$ cat src/rtl/hs_pkg.sv
package hs_pkg;
  typedef enum logic [1:0] {
    ST_IDLE = 2'd0,
    ST_REQ  = 2'd1,
    ST_HOLD = 2'd2,
    ST_END  = 2'd3
  } hs_state_e;

  function automatic int imax(input int a, input int b);
    return (a > b) ? a : b;
  endfunction
endpackage

$ cat src/rtl/hs_sync.sv
module hs_sync #(
  parameter int W = 1
) (
  input  logic         clk,
  input  logic         rst_n,
  input  logic [W-1:0] d,
  output logic [W-1:0] q
);
  logic [W-1:0] meta;

  always_ff @(posedge clk or negedge rst_n) begin
    if (!rst_n) begin
      meta <= '0;
      q    <= '0;
    end else begin
      meta <= d;
      q    <= meta;
    end
  end
endmodule

$ cat src/rtl/hs_pulse.sv
module hs_pulse #(
  parameter int LEN = 20
) (
  input  logic clk,
  input  logic rst_n,
  input  logic trig,
  output logic pulse
);
  localparam int CW = $clog2(LEN + 1) + 1;
  logic [CW-1:0] cnt;

  always_ff @(posedge clk or negedge rst_n) begin
    if (!rst_n)          cnt <= '0;
    else if (trig)       cnt <= CW'(LEN);
    else if (cnt != '0)  cnt <= cnt - CW'(1);
  end

  assign pulse = (cnt != '0);
endmodule

$ cat src/rtl/hs_cycle_fsm.sv
module hs_cycle_fsm
  import hs_pkg::*;
#(
  parameter int SETUP_FAST = 20,
  parameter int SETUP_SLOW = 40,
  parameter int BUSY_FAST  = 30,
  parameter int BUSY_SLOW  = 50,
  parameter int ENDCY_CLKS = 10
) (
  input  logic clk,
  input  logic rst_n,
  input  logic req_edge,
  input  logic abort,
  input  logic ready_q,
  input  logic single,
  input  logic dir_in,
  input  logic slow,
  input  logic dma_ready,
  output logic dma_valid,
  output logic dma_dir,
  output logic busy_act,
  output logic endcy
);
  localparam int MAXV  = imax(imax(SETUP_FAST, SETUP_SLOW),
                              imax(imax(BUSY_FAST, BUSY_SLOW), ENDCY_CLKS));
  localparam int CNT_W = $clog2(MAXV + 2) + 1;

  hs_state_e        state;
  logic [CNT_W-1:0] bcnt;
  logic [CNT_W-1:0] scnt;
  logic             dir_q;
  logic             pending;
  logic [CNT_W-1:0] setup_lim;
  logic [CNT_W-1:0] busy_lim;
  logic             hold_done;
  logic             end_done;
  logic             start_idle;
  logic             restart;

  assign setup_lim = slow ? CNT_W'(SETUP_SLOW) : CNT_W'(SETUP_FAST);
  assign busy_lim  = slow ? CNT_W'(BUSY_SLOW)  : CNT_W'(BUSY_FAST);

  always_comb begin
    hold_done  = (dir_q || ((scnt + CNT_W'(1)) >= setup_lim)) &&
                 (single || ((bcnt + CNT_W'(1)) >= busy_lim));
    end_done   = (scnt + CNT_W'(1)) >= CNT_W'(ENDCY_CLKS);
    start_idle = (req_edge || pending) && !ready_q;
    restart    = !ready_q && (!single || pending || req_edge);
  end

  always_ff @(posedge clk or negedge rst_n) begin
    if (!rst_n) begin
      state   <= ST_IDLE;
      bcnt    <= '0;
      scnt    <= '0;
      dir_q   <= 1'b0;
      pending <= 1'b0;
    end else if (abort) begin
      state   <= ST_IDLE;
      bcnt    <= '0;
      scnt    <= '0;
      pending <= 1'b0;
    end else begin
      if (req_edge && state != ST_IDLE) pending <= 1'b1;
      unique case (state)
        ST_IDLE: begin
          if (start_idle) begin
            state   <= ST_REQ;
            bcnt    <= '0;
            dir_q   <= dir_in;
            pending <= 1'b0;
          end
        end
        ST_REQ: begin
          bcnt <= bcnt + CNT_W'(1);
          if (dma_ready) begin
            state <= ST_HOLD;
            scnt  <= '0;
          end
        end
        ST_HOLD: begin
          bcnt <= bcnt + CNT_W'(1);
          scnt <= scnt + CNT_W'(1);
          if (hold_done) begin
            state <= ST_END;
            scnt  <= '0;
          end
        end
        ST_END: begin
          scnt <= scnt + CNT_W'(1);
          if (end_done) begin
            pending <= 1'b0;
            scnt    <= '0;
            if (restart) begin
              state <= ST_REQ;
              bcnt  <= '0;
              dir_q <= dir_in;
            end else begin
              state <= ST_IDLE;
            end
          end
        end
        default: state <= ST_IDLE;
      endcase
    end
  end

  assign dma_valid = (state == ST_REQ);
  assign busy_act  = (state == ST_REQ) || (state == ST_HOLD);
  assign endcy     = (state == ST_END);
  assign dma_dir   = dir_q;
endmodule

$ cat src/rtl/dma_user_handshake.sv
module dma_user_handshake #(
  parameter int GO_CLKS     = 20,
  parameter int INITV2_CLKS = 20,
  parameter int ENDCY_CLKS  = 10,
  parameter int SETUP_FAST  = 20,
  parameter int SETUP_SLOW  = 40,
  parameter int BUSY_FAST   = 30,
  parameter int BUSY_SLOW   = 50,
  parameter int FN_W        = 3
) (
  input  logic            clk,
  input  logic            rst_n,
  input  logic            ctl_go_wr,
  input  logic            ctl_fn_wr,
  input  logic [FN_W-1:0] ctl_fn_data,
  input  logic            ctl_init_sw,
  input  logic            ctl_busy_hi,
  input  logic            ctl_slow,
  input  logic            bus_err,
  output logic [7:0]      status_byte,
  input  logic            usr_cycrq_a,
  input  logic            usr_cycrq_b,
  input  logic            usr_attn,
  input  logic            usr_dir_in,
  input  logic            usr_c0,
  input  logic            usr_a0,
  input  logic [2:0]      usr_stat,
  input  logic            usr_single,
  output logic            usr_ready,
  output logic            usr_busy,
  output logic            usr_endcy,
  output logic            usr_go,
  output logic            usr_init,
  output logic            usr_initv2,
  output logic [FN_W-1:0] usr_fnct,
  output logic            dma_req_valid,
  output logic            dma_req_dir,
  input  logic            dma_req_ready
);
  localparam int SW = 9;

  logic [SW-1:0]   raw_in;
  logic [SW-1:0]   syn_in;
  logic            rq_s, attn_s, dir_s, single_s, c0_s, a0_s;
  logic [2:0]      stat_s;
  logic            rq_q;
  logic            req_edge;
  logic            abort_evt;
  logic            ready_q;
  logic [FN_W-1:0] fn_q;
  logic            iv_trig;
  logic            iv_pulse;
  logic            busy_act;

  assign raw_in = {usr_cycrq_a | usr_cycrq_b, usr_attn, usr_dir_in, usr_single,
                   usr_stat, usr_c0, usr_a0};

  hs_sync #(.W(SW)) u_sync (
    .clk(clk), .rst_n(rst_n), .d(raw_in), .q(syn_in)
  );

  assign {rq_s, attn_s, dir_s, single_s, stat_s, c0_s, a0_s} = syn_in;

  always_ff @(posedge clk or negedge rst_n) begin
    if (!rst_n) rq_q <= 1'b0;
    else        rq_q <= rq_s;
  end

  assign req_edge  = rq_s && !rq_q;
  assign abort_evt = attn_s || bus_err;

  always_ff @(posedge clk or negedge rst_n) begin
    if (!rst_n)          ready_q <= 1'b1;
    else if (abort_evt)  ready_q <= 1'b1;
    else if (ctl_go_wr)  ready_q <= 1'b0;
  end

  always_ff @(posedge clk or negedge rst_n) begin
    if (!rst_n)         fn_q <= '0;
    else if (ctl_fn_wr) fn_q <= ctl_fn_data;
  end

  assign iv_trig = ctl_fn_wr && ctl_fn_data[1] && !fn_q[1];

  hs_pulse #(.LEN(GO_CLKS)) u_go_pulse (
    .clk(clk), .rst_n(rst_n), .trig(ctl_go_wr), .pulse(usr_go)
  );

  hs_pulse #(.LEN(INITV2_CLKS)) u_iv_pulse (
    .clk(clk), .rst_n(rst_n), .trig(iv_trig), .pulse(iv_pulse)
  );

  hs_cycle_fsm #(
    .SETUP_FAST(SETUP_FAST), .SETUP_SLOW(SETUP_SLOW),
    .BUSY_FAST(BUSY_FAST),   .BUSY_SLOW(BUSY_SLOW),
    .ENDCY_CLKS(ENDCY_CLKS)
  ) u_fsm (
    .clk(clk), .rst_n(rst_n), .req_edge(req_edge), .abort(abort_evt),
    .ready_q(ready_q), .single(single_s), .dir_in(dir_s), .slow(ctl_slow),
    .dma_ready(dma_req_ready), .dma_valid(dma_req_valid), .dma_dir(dma_req_dir),
    .busy_act(busy_act), .endcy(usr_endcy)
  );

  assign usr_ready   = ready_q;
  assign usr_busy    = ctl_busy_hi ? busy_act : !busy_act;
  assign usr_init    = !rst_n || ctl_init_sw;
  assign usr_initv2  = !rst_n || iv_pulse;
  assign usr_fnct    = fn_q;
  assign status_byte = {ready_q, 1'b0, stat_s, 1'b0, c0_s, a0_s};
endmodule

$ cat config.mk
export PLATFORM = sky130hd
export DESIGN_NAME = dma_user_handshake
export DESIGN_NICKNAME = d
export VERILOG_FILES = /design/src/rtl/hs_pkg.sv /design/src/rtl/hs_sync.sv /design/src/rtl/hs_pulse.sv /design/src/rtl/hs_cycle_fsm.sv /design/src/rtl/dma_user_handshake.sv
export SDC_FILE = /design/constraint.sdc
export NUM_CORES = 1
export LEC_CHECK = 0
export ABC_AREA = 1
export BUFFER_PORTS_ARGS = -buffer_cell sky130_fd_sc_hd__buf_2
export CAP_MARGIN = 30
export CELL_PAD_IN_SITES_DETAIL_PLACEMENT = 0
export CELL_PAD_IN_SITES_GLOBAL_PLACEMENT = 1
export CORE_ASPECT_RATIO = 0.5
export CORE_MARGIN = 2
export CORE_UTILIZATION = 30
export DETAILED_ROUTE_END_ITERATION = 10
export GPL_ROUTABILITY_DRIVEN = 1
export PLACE_DENSITY = 0.57
export SYNTH_ARGS = -nofsm -noshare
export SYNTH_HDL_FRONTEND = slang
export SYNTH_SLANG_ARGS = --single-unit
export TNS_END_PERCENT = 1
$ cat constraint.sdc
create_clock -name clk -period 2.3 [get_ports clk]
set_clock_uncertainty 0.15 [all_clocks]
set_input_delay 0.46 -clock clk [delete_from_list [all_inputs] [get_ports clk]]
set_output_delay 0.46 -clock clk [all_outputs]
set_load 0.02 [all_outputs]
-- After elaboration in Yosys (flattened, before gate mapping)
Cells that the tools add are included.
- add/sub/neg operators: 4
- order comparisons: 3
- equal/unequal tests: 11
- mux-type cells: 35
- bitwise operators: 2
- reduce and logical (&&, ||, !) cells: 36
- operators with widths (kind ; count):
    2-to-1 mux 7 bit ; 8
    case mux 7 bit (3 select lines) ; 2
    2-to-1 mux 6 bit ; 6
    adder 7 x 1 -> 7 bit, second input constant ; 2
    >= comparator 7 bit ; 2
    nonzero test 6 bit ; 2
    subtractor 6 x 1 -> 6 bit, second input constant ; 2
    2-to-1 mux 1 bit ; 11
    2-to-1 mux 2 bit ; 5
    nonzero test 2 bit ; 5
    logical OR 1 bit ; 9
    != test 3 x 1 -> 1 bit, second input constant ; 3
    case mux 2 bit (4 select lines) ; 1
    >= comparator 7 x 4 -> 1 bit, second input constant ; 1
    logical AND 1 bit ; 7
    logical NOT 1 bit ; 6
    != test 2 x 1 -> 1 bit, second input constant ; 3
    != test 3 x 2 -> 1 bit, second input constant ; 2
    AND reduction 5 bit ; 1
    == test 2 bit, second input constant ; 2
    case mux 1 bit (2 select lines) ; 2
    AND reduction 4 bit ; 1
    nonzero test 4 bit ; 1
    AND reduction 3 bit ; 1
    6 further kinds ; 6
- register bits: 53
- bits of input ports: 22
- output and inout port bits: 19
- word-level logic and storage cells: 103

-- Depth between registers and ports, before layout
Gate-level depths: netlist of the first run.
- depth after elaboration: 8
- depth in mapped cells: 18

-- Modules after synthesis
A second synthesis of the first run with hierarchy kept.
- cells, all modules: 362
- area, all modules: 2946.6 um2
- by module, submodules not included (module ; times used ; cells each ; area each (um2)):
    hs_cycle_fsm ; 1 ; 209 ; 1487.7
    hs_pulse ; 2 ; 49 ; 372.9
    hs_sync ; 1 ; 18 ; 450.4
    dma_user_handshake ; 1 ; 37 ; 262.8

-- Worst setup path after synthesis of the first run
Ideal clock, no wire load.
- path type: reg-to-reg
- from: reg u_fsm.scnt[0]
- to: reg u_fsm.state[0]
- arrival: 1773 ps
- required time: 2033 ps
- setup slack: 261 ps
- stages on the path, launching flop included: 18
- buffers on the path: 0
- period minus slack after synthesis: 2039 ps
- path through: dfrtp_1 ha_1 nand2_2 nand2_1 ha_1 nand3_1 nand2_1 nand2_1 nand2_1 nand2_1 nand2_1 nand2_1 nand2_1 nand2_1 nand2_2 nand2_1 nand2_1 nand2_1
- cells in the longest elaborated chain, start to end: 6
- elaborated cells on any way between the ends: 8
- those cells by class: add/sub: 1; order compare: 2; eq/ne: 2; reduce/logical: 3
- RTL lines (item ; RTL line ; source):
    start: declaration ; hs_cycle_fsm.sv:30 ; logic [CNT_W-1:0] scnt;
    start signal: assignment ; hs_cycle_fsm.sv:83 ; scnt <= scnt + CNT_W'(1);
    start signal: assignment ; hs_cycle_fsm.sv:90 ; scnt <= scnt + CNT_W'(1);
    adder 7 x 1 -> 7 bit (*) ; hs_cycle_fsm.sv:44, hs_cycle_fsm.sv:46 ;
    >= comparator 7 bit ; hs_cycle_fsm.sv:44 ; hold_done = (dir_q || ((scnt + CNT_W'(1)) >= setup_lim)) &&
    logical OR 1 bit ; hs_cycle_fsm.sv:44 ;
    logical AND 1 bit ; hs_cycle_fsm.sv:44 ;
    != test 3 x 2 -> 1 bit (no source line) ; -- ;
    AND reduction 4 bit (no source line) (*) ; -- ;
    end signal: assignment ; hs_cycle_fsm.sv:53 ; state <= ST_IDLE;
    end signal: assignment ; hs_cycle_fsm.sv:59 ; state <= ST_IDLE;
    end signal: assignment ; hs_cycle_fsm.sv:68 ; state <= ST_REQ;
    end: declaration ; hs_cycle_fsm.sv:28 ; hs_state_e state;
Every way passes the cells marked *; elsewhere a longest branch is shown, timed or not.
A chain may end at the register's enable or synchronous reset.

-- Worst setup path after layout of the first run
- from: reg u_iv_pulse.cnt[0]
- to: out usr_initv2
- cells in the longest elaborated chain, start to end: 2
- RTL lines (item ; RTL line ; source):
    start: declaration ; hs_pulse.sv:10 ; logic [CW-1:0] cnt;
    start signal: assignment ; hs_pulse.sv:14 ; else if (trig) cnt <= CW'(LEN);
    start signal: assignment ; hs_pulse.sv:15 ; else if (cnt != '0) cnt <= cnt - CW'(1);
    nonzero test 6 bit ; hs_pulse.sv:18 ; assign pulse = (cnt != '0);
    logical OR 1 bit ; dma_user_handshake.sv:107 ; assign usr_initv2 = !rst_n || iv_pulse;
    end: declaration ; dma_user_handshake.sv:34 ; output logic usr_initv2,
No other way between the ends.

==> results of run 1 <==
worst register-to-register path, cell delays in order (launching register included):
cell and delay (ns):
dfrtp_1 0.39, nand3_1 0.12, nand3b_1 0.18, xnor2_1 0.16, ha_1 0.20, or2_2 0.29, a21oi_1 0.13, nand2_1 0.08
nand2_2 0.10, nand2_4 0.07, buf_4 0.14, o22ai_1 0.09
area by class of cell:
| class | instances | area (um^2) | area share [%] |
|---|---|---|---|
| Clock buffer | 5 | 125.1 | 3.647 |
| Clock inverter | 3 | 50.05 | 1.459 |
| Inverter | 54 | 209.0 | 6.090 |
| Multi-Input combinational cell | 215 | 1255 | 36.58 |
| Sequential cell | 53 | 1330 | 38.77 |
| Tap cell | 117 | 146.4 | 4.267 |
| Timing Repair Buffer | 54 | 315.3 | 9.190 |
cells by family after synthesis:
logic type / count (synthesis) / synth area share, %
AND/OR/NAND/NOR: 157 / 25.38
buffers and inverters: 63 / 9.820
flip-flops: 53 / 47.58
AO/OA/AOI/OAI: 29 / 6.188
adder cells (fa/ha/maj): 18 / 8.072
XOR/XNOR: 9 / 2.825
other: 1 / 0.1344
per-layer routing:
| layer | routed length, um | share of wire (%) | vias up |
|---|---|---|---|
| met3 | 176 | 3.2 | 5 |
| met1 | 2679 | 49 | 969 |
| met2 | 2511 | 46 | 26 |
| met4 | 50 | 0.92 | 0 |
| li1 | - | - | 1129 |
| met5 | 0 | 0 | - |
flip-flops by register name (all words and copies together) (netlist names), 2 cells and up:
register        cells
u_iv_pulse.cnt      6
u_fsm.state         2
u_fsm.scnt          7
u_go_pulse.cnt      6
u_sync.q            9
u_fsm.bcnt          7
usr_fnct            3
u_sync.meta         9
worst paths after layout:
check	slack [ns]	endpoint	depth (start not counted)	from
hold / removal	0.12	u_sync.meta[7]$_DFF_PN0_	1	usr_attn
hold reg to reg	0.20	u_sync.q[0]$_DFF_PN0_	0	u_sync.meta[0]$_DFF_PN0_
setup / recovery	0.08	usr_initv2	9	u_iv_pulse.cnt[0]$_DFFE_PN0P_
setup reg to reg	0.13	u_fsm.scnt[6]$_DFFE_PN0P_	11	u_fsm.bcnt[0]$_DFFE_PN0P_
min in group asynchronous	0.35	usr_fnct[2]$_DFFE_PN0P_	2	rst_n
max in group asynchronous	0.79	u_fsm.scnt[1]$_DFFE_PN0P_	3	rst_n
what timing repair did:
action,in CTS,in global routing
hold buffers,1,0
setup endpoints to repair,2,11
hold endpoints to repair,3,0
gates resized for setup,2,18
pin swaps,0,3
buffers inserted,0,8
power by group through the flow:
stage               registers, mW  clock network (mW)  logic (mW)
floorplan                    1.11                   0       0.302
global placement             1.11                   0       0.428
detailed placement           1.12                   0       0.437
CTS                          1.10               0.915       0.445
global route                 1.12               0.947       0.580
finish                       1.10               0.882       0.508
cell usage in the layout (no fill, tap or decap), drive strengths merged, types with 5 or more instances in the layout:
cell type	count
nand3	18
dfrtp	52
o21ai	13
ha	18
clkbuf	5
nor2	30
nand2	94
or2	5
xnor2	5
a21oi	8
buf	53
inv	53
==> results.md, run 1 <==
- Final hold analysis gives a worst-case slack of 0.1159 ns.
- The site row count is 24.
- The placeable core area is 8859 um^2.
- The path type of the worst min-delay path is in -> reg.
- TritonCTS built the clock tree.
- The count of buffering cells on the critical path with inverters included is 4.
- The max-capacitance violation count is 0.
- The remaining global-route overflow is 0.
- The part of the total power dissipated in combinational logic is 20.4%.
- The areal power density over the cells is 725.9 nW/um^2.
- The flow ran to the end, and the final reports show no timing, DRC or antenna violations.
- The class of the most critical setup path is reg -> out.
- Walking the worst path, the cells encountered are inv_2, ha_4, nor3b_2, inv_1, nor2_1, inv_1, nor2_2, nand2_1, buf_4.
- The die is 72.20 um tall.
- The fraction of post-synthesis cell area in the top cell type by area is 46.64%.
- In the synthesized netlist the async set-or-reset flop fraction comes to 100.0%.
- The detailed router finished its first iteration with 75 violations.
- The dominant synthesized flop cell is dfrtp_1.
- The maximum number of pins on one net before global-route repair is 51.
- Dividing the final minimum period by the clock period gives 96.47%.
- The type of element capturing the critical path is a primary output.
- The sequential group share of total power is 44.2%.
- The number of I/O pins is 41.
- In this run the tool buffered the top-level ports with 38 buffer cells.
- The internal power of the cells is 1.772 mW.
- Based on the critical path, the design can be clocked at up to 0.4507 GHz.
- The number of max-slew violations in the final report was 0.
- The worst path setup slack after routing is 0.08121 ns.
- Setup repair after global routing could not meet its margin everywhere.
- The starting utilization of the core area is 31.50%.
- The cell taking the most area after synthesis is dfrtp_1.
- The number of fill cells is 920.
- The wire length of the first global-routing pass is 9577 um.
- The worst path needs 2.219 ns of the cycle, external delays included.
- The number of standard cells in the final layout excluding fillers is 501.
- The maximum number of buffers from clock root to sink is 2.
- Using the TritonRoute via totals, the vias-per-cell ratio works out to 4.250.
- After synthesis, the netlist uses 37 different library cells.
- Of the synthesized area, sequential elements account for 47.58%.
- The clock network latency to the later pin of the worst-skew pair is 0.29 ns.
- Of all nets on the critical path, the largest fanout is 3.
- Yosys mapped a number of flops with a built-in enable equal to 0.
- The synthesized area per cell is 8.455 um^2.
- The CTS buffer count is 5.
- The clock network burns 35.4% of the power.
- The count of endpoints failing hold in the final timing report is 0.
- In this run the power spent charging and discharging nets is 718.1 uW.
- The total power after layout is 2.490 mW.
- The analysis attributes to cell leakage a power of 1.746 nW.
- The total standard cell area after synthesis is 2790 um^2.
- The root buffer selected by CTS is clkbuf_16.
- The initial antenna violation count was 0.
- The most numerous cell on the critical path is inv_1.
- Among all cell types in the netlist, the one instantiated most often is nand2_1.
- In this design, the stage delay of the slowest critical-path cell is 0.39 ns.
- The routed wirelength normalized by instance count is 10.81 um.
- Clock-pin slew was measured on the worst setup and hold paths at 0.07 ns.
- Net switching is 28.84% of the power.
- The share of the core filled with cells is 38.73%.
- The total routing usage reported by global routing is 11.73%.
- The worst slack after detailed placement is -0.0001683 ns.
- In this run the tightest slew margin relative to its limit is 58.39%.
- met2 is the most crowded layer.
- Sorting the synthesized cells by area gives the leading types as dfrtp_1 (47%), nand2_1 (12%), ha_1 (8.1%).
- The number of inserted diodes is 0.
- The number of nets in the layout is 423.
- Routability-driven placement finished with a final weighted congestion of 0.7832.
- The area enclosed by the die boundary is 10140 um^2.
- The final standard cell area without fillers is 3431 um^2.
- Summing over every cut layer, the via total after detailed routing is 2129.
- Synthesis produced a netlist whose cell count is 330.
- The placed instances occupy a cell area of 3118 um^2.
- IR analysis of the VDD net gives a maximum drop of 0.0003247 V.
- At the worst endpoint, the required time is 1.69 ns.
- Compared with the post-synthesis result, the final layout area differs by 22.96%.
- The flip-flop and latch count after synthesis is 53.
- Yosys printed 0 warnings.
- Global routing consumed, on the met2 layer, 20.48% of the routing resources.
- The critical path data arrival time is 1.61 ns.
- The commonest cells after synthesis are nand2_1 (87), dfrtp_1 (52), inv_1 (49), nor2_1 (28), ha_1 (18).
- On the critical path the largest part of the delay comes from simple AND/OR/NAND/NOR gates.
- The number of levels in the clock H-tree is 2.
- The global-route met1 utilization is 14.79%.
- The final wirelength is 5418 um.
- Detailed placement finished with a half-perimeter wire length of 4002 um.
- Once placement completed, the tool counted placed cells totaling 484.
- The post-detailed-route count of antenna-violating nets is 0.
- The critical path's slowest cell is dfrtp_1.
- The share of cells above drive strength 1 is 26.04%.
- The type of origin of the critical path is a flop.
- After detailed routing, the number of remaining DRC violations is 0.
- Global routing consumed, on the met3 layer, 2.904% of the routing resources.
- In this run the horizontal extent of the chip is 140.4 um.
- The first detailed-routing pass ran for 4 iterations.
- The number of global-route vias before repair is 2159.
- The final number of setup-violating endpoints is 0.
- For the final routed database, the setup TNS stands at 0 ns.
- The clock net in this run drives a total of 53 sinks.
- At the pin with the least slew margin, the transition time is 0.6242 ns.
(Power assumes the default switching activity.)
==> run 2: changes to the inputs <==
--- a/config.mk
+++ b/config.mk
@@ -16,6 +16,7 @@
 export DETAILED_ROUTE_END_ITERATION = 10
 export GPL_ROUTABILITY_DRIVEN = 1
 export PLACE_DENSITY = 0.57
+export REMOVE_ABC_BUFFERS = 1
 export SYNTH_ARGS = -nofsm -noshare
 export SYNTH_HDL_FRONTEND = slang
 export SYNTH_SLANG_ARGS = --single-unit
==> run 2 against run 1 <==
  * Total power decreased by 3.8%
  * Fmax fell by 1.4%
  * Clock power shrank 11%
  * Cell count is 0.20% lower
  * Hold slack gained 0.0034 ns
  * Critical endpoint unchanged
  * Sequential share of layout area grew 0.31 points
  * Register-to-register slack is essentially flat
  * Routed wire length about the same
  * Via count fell by 0.89%
  * Clock-buffer cell count increased by 1
  * Combinational power barely moved
  * Critical path depth unchanged
==> results.md, run 2 (synthesis gave the netlist of run 1 again) <==
- The run finished with clean final reports.
- The footprint of the flip-flops and latches is 1329 um^2.
- In this run the power density over the cells is 704.7 nW/um^2.
- The placed instances occupy a cell area of 3118 um^2.
- The share of the cycle needed by the critical path after routing is 97.85%.
- Across all layers, the routed design uses 2110 vias.
- The cell family contributing the most delay on the critical path is simple AND/OR/NAND/NOR gates.
- The floorplan step set the die width to 140.4 um.
- Setup repair after global routing could not meet its margin everywhere.
- The site row count is 24.
- Derived from the worst setup path, the maximum achievable clock frequency is 0.4444 GHz.
- The switching part of the total power is 29.17%.
- The repair_antennas step left the layout with diodes totalling 0.
- The final standard cell area without fillers is 3401 um^2.
- The wire length of the first global-routing pass is 9446 um.
- The die is 72.20 um tall.
- The number of max-slew violations in the final report is 0.
- The portion of total power attributed to the clock network is 32.8%.
- The part of the total power dissipated in combinational logic is 21.3%.
- The share of total power dissipated in sequential elements is 45.9%.
- The worst relative slew slack is 65.38%.
- From synthesis to final layout, the design area changed by 21.88%.
- The placeable core area is 8859 um^2.
- Clock-pin slew was measured on the worst setup and hold paths at 0.07 ns.
- The remaining global-route overflow is 0.
- Setup violations remaining at the end of the flow were counted as 0.
- Global routing used 11.68% of the available tracks.
- The origin of the worst min-delay path is usr_stat[0].
- The root buffer selected by CTS is clkbuf_16.
- The signal on the critical path passes through inv_2, ha_4, nor3b_2, inv_1, nor2_1, inv_1, nor2_2, nand2_1, buf_6.
- For the finished layout, the period the worst path requires is 2.250 ns.
- The area enclosed by the die boundary is 10140 um^2.
- The type of origin of the critical path is a flop.
- The type of element capturing the critical path is a primary output.
- The launch point of the worst reg-to-reg path is u_fsm.bcnt[0]$_DFFE_PN0P_.
- The reg-to-reg endpoint is u_fsm.state[0]$_DFFE_PN0P_.
- The DRC violation count after routing is 0.
- The detail route stage leaves a number of antenna-violating nets equal to 0.
- The library cells used most frequently in the layout, excluding fill and tap cells, are nand2_1 (83), dfrtp_1 (51), inv_1 (47).
- The number of fill cells is 902.
- The number of placed cells counting well taps is 484.
- Input and output buffers added on the ports amount to 38.
- The path with the worst hold slack has its endpoint at u_sync.meta[2]$_DFF_PN0_.
- TritonCTS built the clock tree.
- IR analysis of the VDD net gives a maximum drop of 0.0003403 V.
- Tracing the worst setup path back leads to its startpoint at u_iv_pulse.cnt[1]$_DFFE_PN0P_.
- The final wirelength is 5423 um.
- The critical path's slowest cell is dfrtp_1.
- The first TritonRoute pass finished after 4 iterations.
- STA puts the critical path data required time at 1.69 ns.
- The max-capacitance violation count is 0.
- The worst register-to-register path has a setup slack of 0.13 ns.
- The count of endpoints failing hold in the final timing report came to 0.
- The initial antenna violation count is 0.
- In this design, the critical path's most frequently occurring cell is inv_1.
- The detailed router's first-iteration violation count is 66.
- The maximum number of pins on one net before global-route repair is 41.
- At the pin with the least slew margin, the transition time is 0.5193 ns.
- Of the cells placed in the final design, the portion with a size suffix greater than 1 is 25.07%.
- For this design the top-level I/O count stands at 41.
- The clock network latency to the later pin of the worst-skew pair is 0.29 ns.
- The count of buffering cells on the critical path with inverters included is 4.
- The number of levels in the clock H-tree is 2.
- The internal power of the cells is 1.697 mW.
- In this run the worst hold path is classified as in -> reg.
- The worst reg-to-reg path cell count is 11.
- In the final layout, the registers with the most flip-flops are u_sync.meta (9), u_sync.q (9).
- After detailed routing, the average wire length per cell comes to 10.85 um.
- For the worst setup path, the data arrival time is 1.64 ns.
- At the end of routability-driven placement, the weighted congestion stood at 0.7769.
- The number of global-route vias before repair came to 2078.
- The delay of the slowest cell on the worst path is 0.39 ns.
- The CTS buffer count is 5.
- The tree built by TritonCTS fans out to 53 sinks.
- The analysis attributes to net switching a power of 699.0 uW.
- Once layout is complete, the cells apart from fillers number 500.
- The biggest fanout along the worst timing path is 3.
- The library cell used most frequently in the layout, excluding fill and tap cells, is nand2_1.
- No sink is reached through more buffers than the 2 on the longest clock path.
- The worst hold path stage count is 1.
- The class of the most critical setup path is reg -> out.
- Once the floorplan was initialized, standard cells occupied 31.50% of the core.
- The HPWL after detailed placement is 4137 um.
- The via density per instance is 4.220.
- The static leakage is 1.742 nW.
- The number of nets in the layout is 422.
- The multi-input logic area is 1250 um^2.
## run 2: per-stage QoR
step	worst slack [ns]	hold WS [ns]	setup TNS, ns	util [%]	total power, mW
after detailed placement	0.01208	0.1847	0	35.20	1.552
final	0.04953	0.1193	0	38.39	2.396
after global placement	0.01810	0.1850	0	35.20	1.539
after global routing	-0.1189	0.1090	-0.5174	38.39	2.550
after floorplan	0.2605	0.01441	0	-	1.406
after CTS	0.002124	0.1115	0	37.16	2.357
## run 2: power groups by stage
stage	clock network (mW)	logic [mW]	registers (mW)
after floorplan	0	0.284	1.12
after global routing	0.849	0.587	1.11
after global placement	0	0.429	1.11
after CTS	0.812	0.447	1.10
final	0.786	0.510	1.10
after detailed placement	0	0.440	1.11
## run 2: final cells by class
type | instances | share of cell area (%)
flip-flops and latches | 53 | 39.07
multi-input cells | 215 | 36.76
repair buffers | 53 | 9.161
inverters | 54 | 6.144
well taps | 117 | 4.305
clock buffers | 6 | 4.084
clock inverters | 2 | 0.4783
## run 2: timing repair
action | in CTS | in global routing
setup endpoints to repair | 2 | 11
hold endpoints to repair | 13 | 0
buffers inserted | 0 | 7
hold buffers | 1 | 0
resized for setup | 3 | 15
pin swaps | 0 | 5
## run 2: worst max path at each step
stage	slack (ns)	depth (start not counted)	end
after global placement	0.02	18	u_fsm.state[1]$_DFFE_PN0P_
after global routing	-0.12	9	usr_initv2
after floorplan	0.26	17	u_fsm.state[0]$_DFFE_PN0P_
final	0.05	9	usr_initv2
after detailed placement	0.01	18	u_fsm.state[0]$_DFFE_PN0P_
after CTS	0.002	9	usr_initv2
## run 2: metal layers
metal  track usage [%]  wire [um]  vias to the layer above
li1                  -          -                     1117
met4             3.704         70                        0
met2             19.99       2465                       23
met1             14.99       2736                      962
met3             2.640        151                        8
met5                 0          0                        -
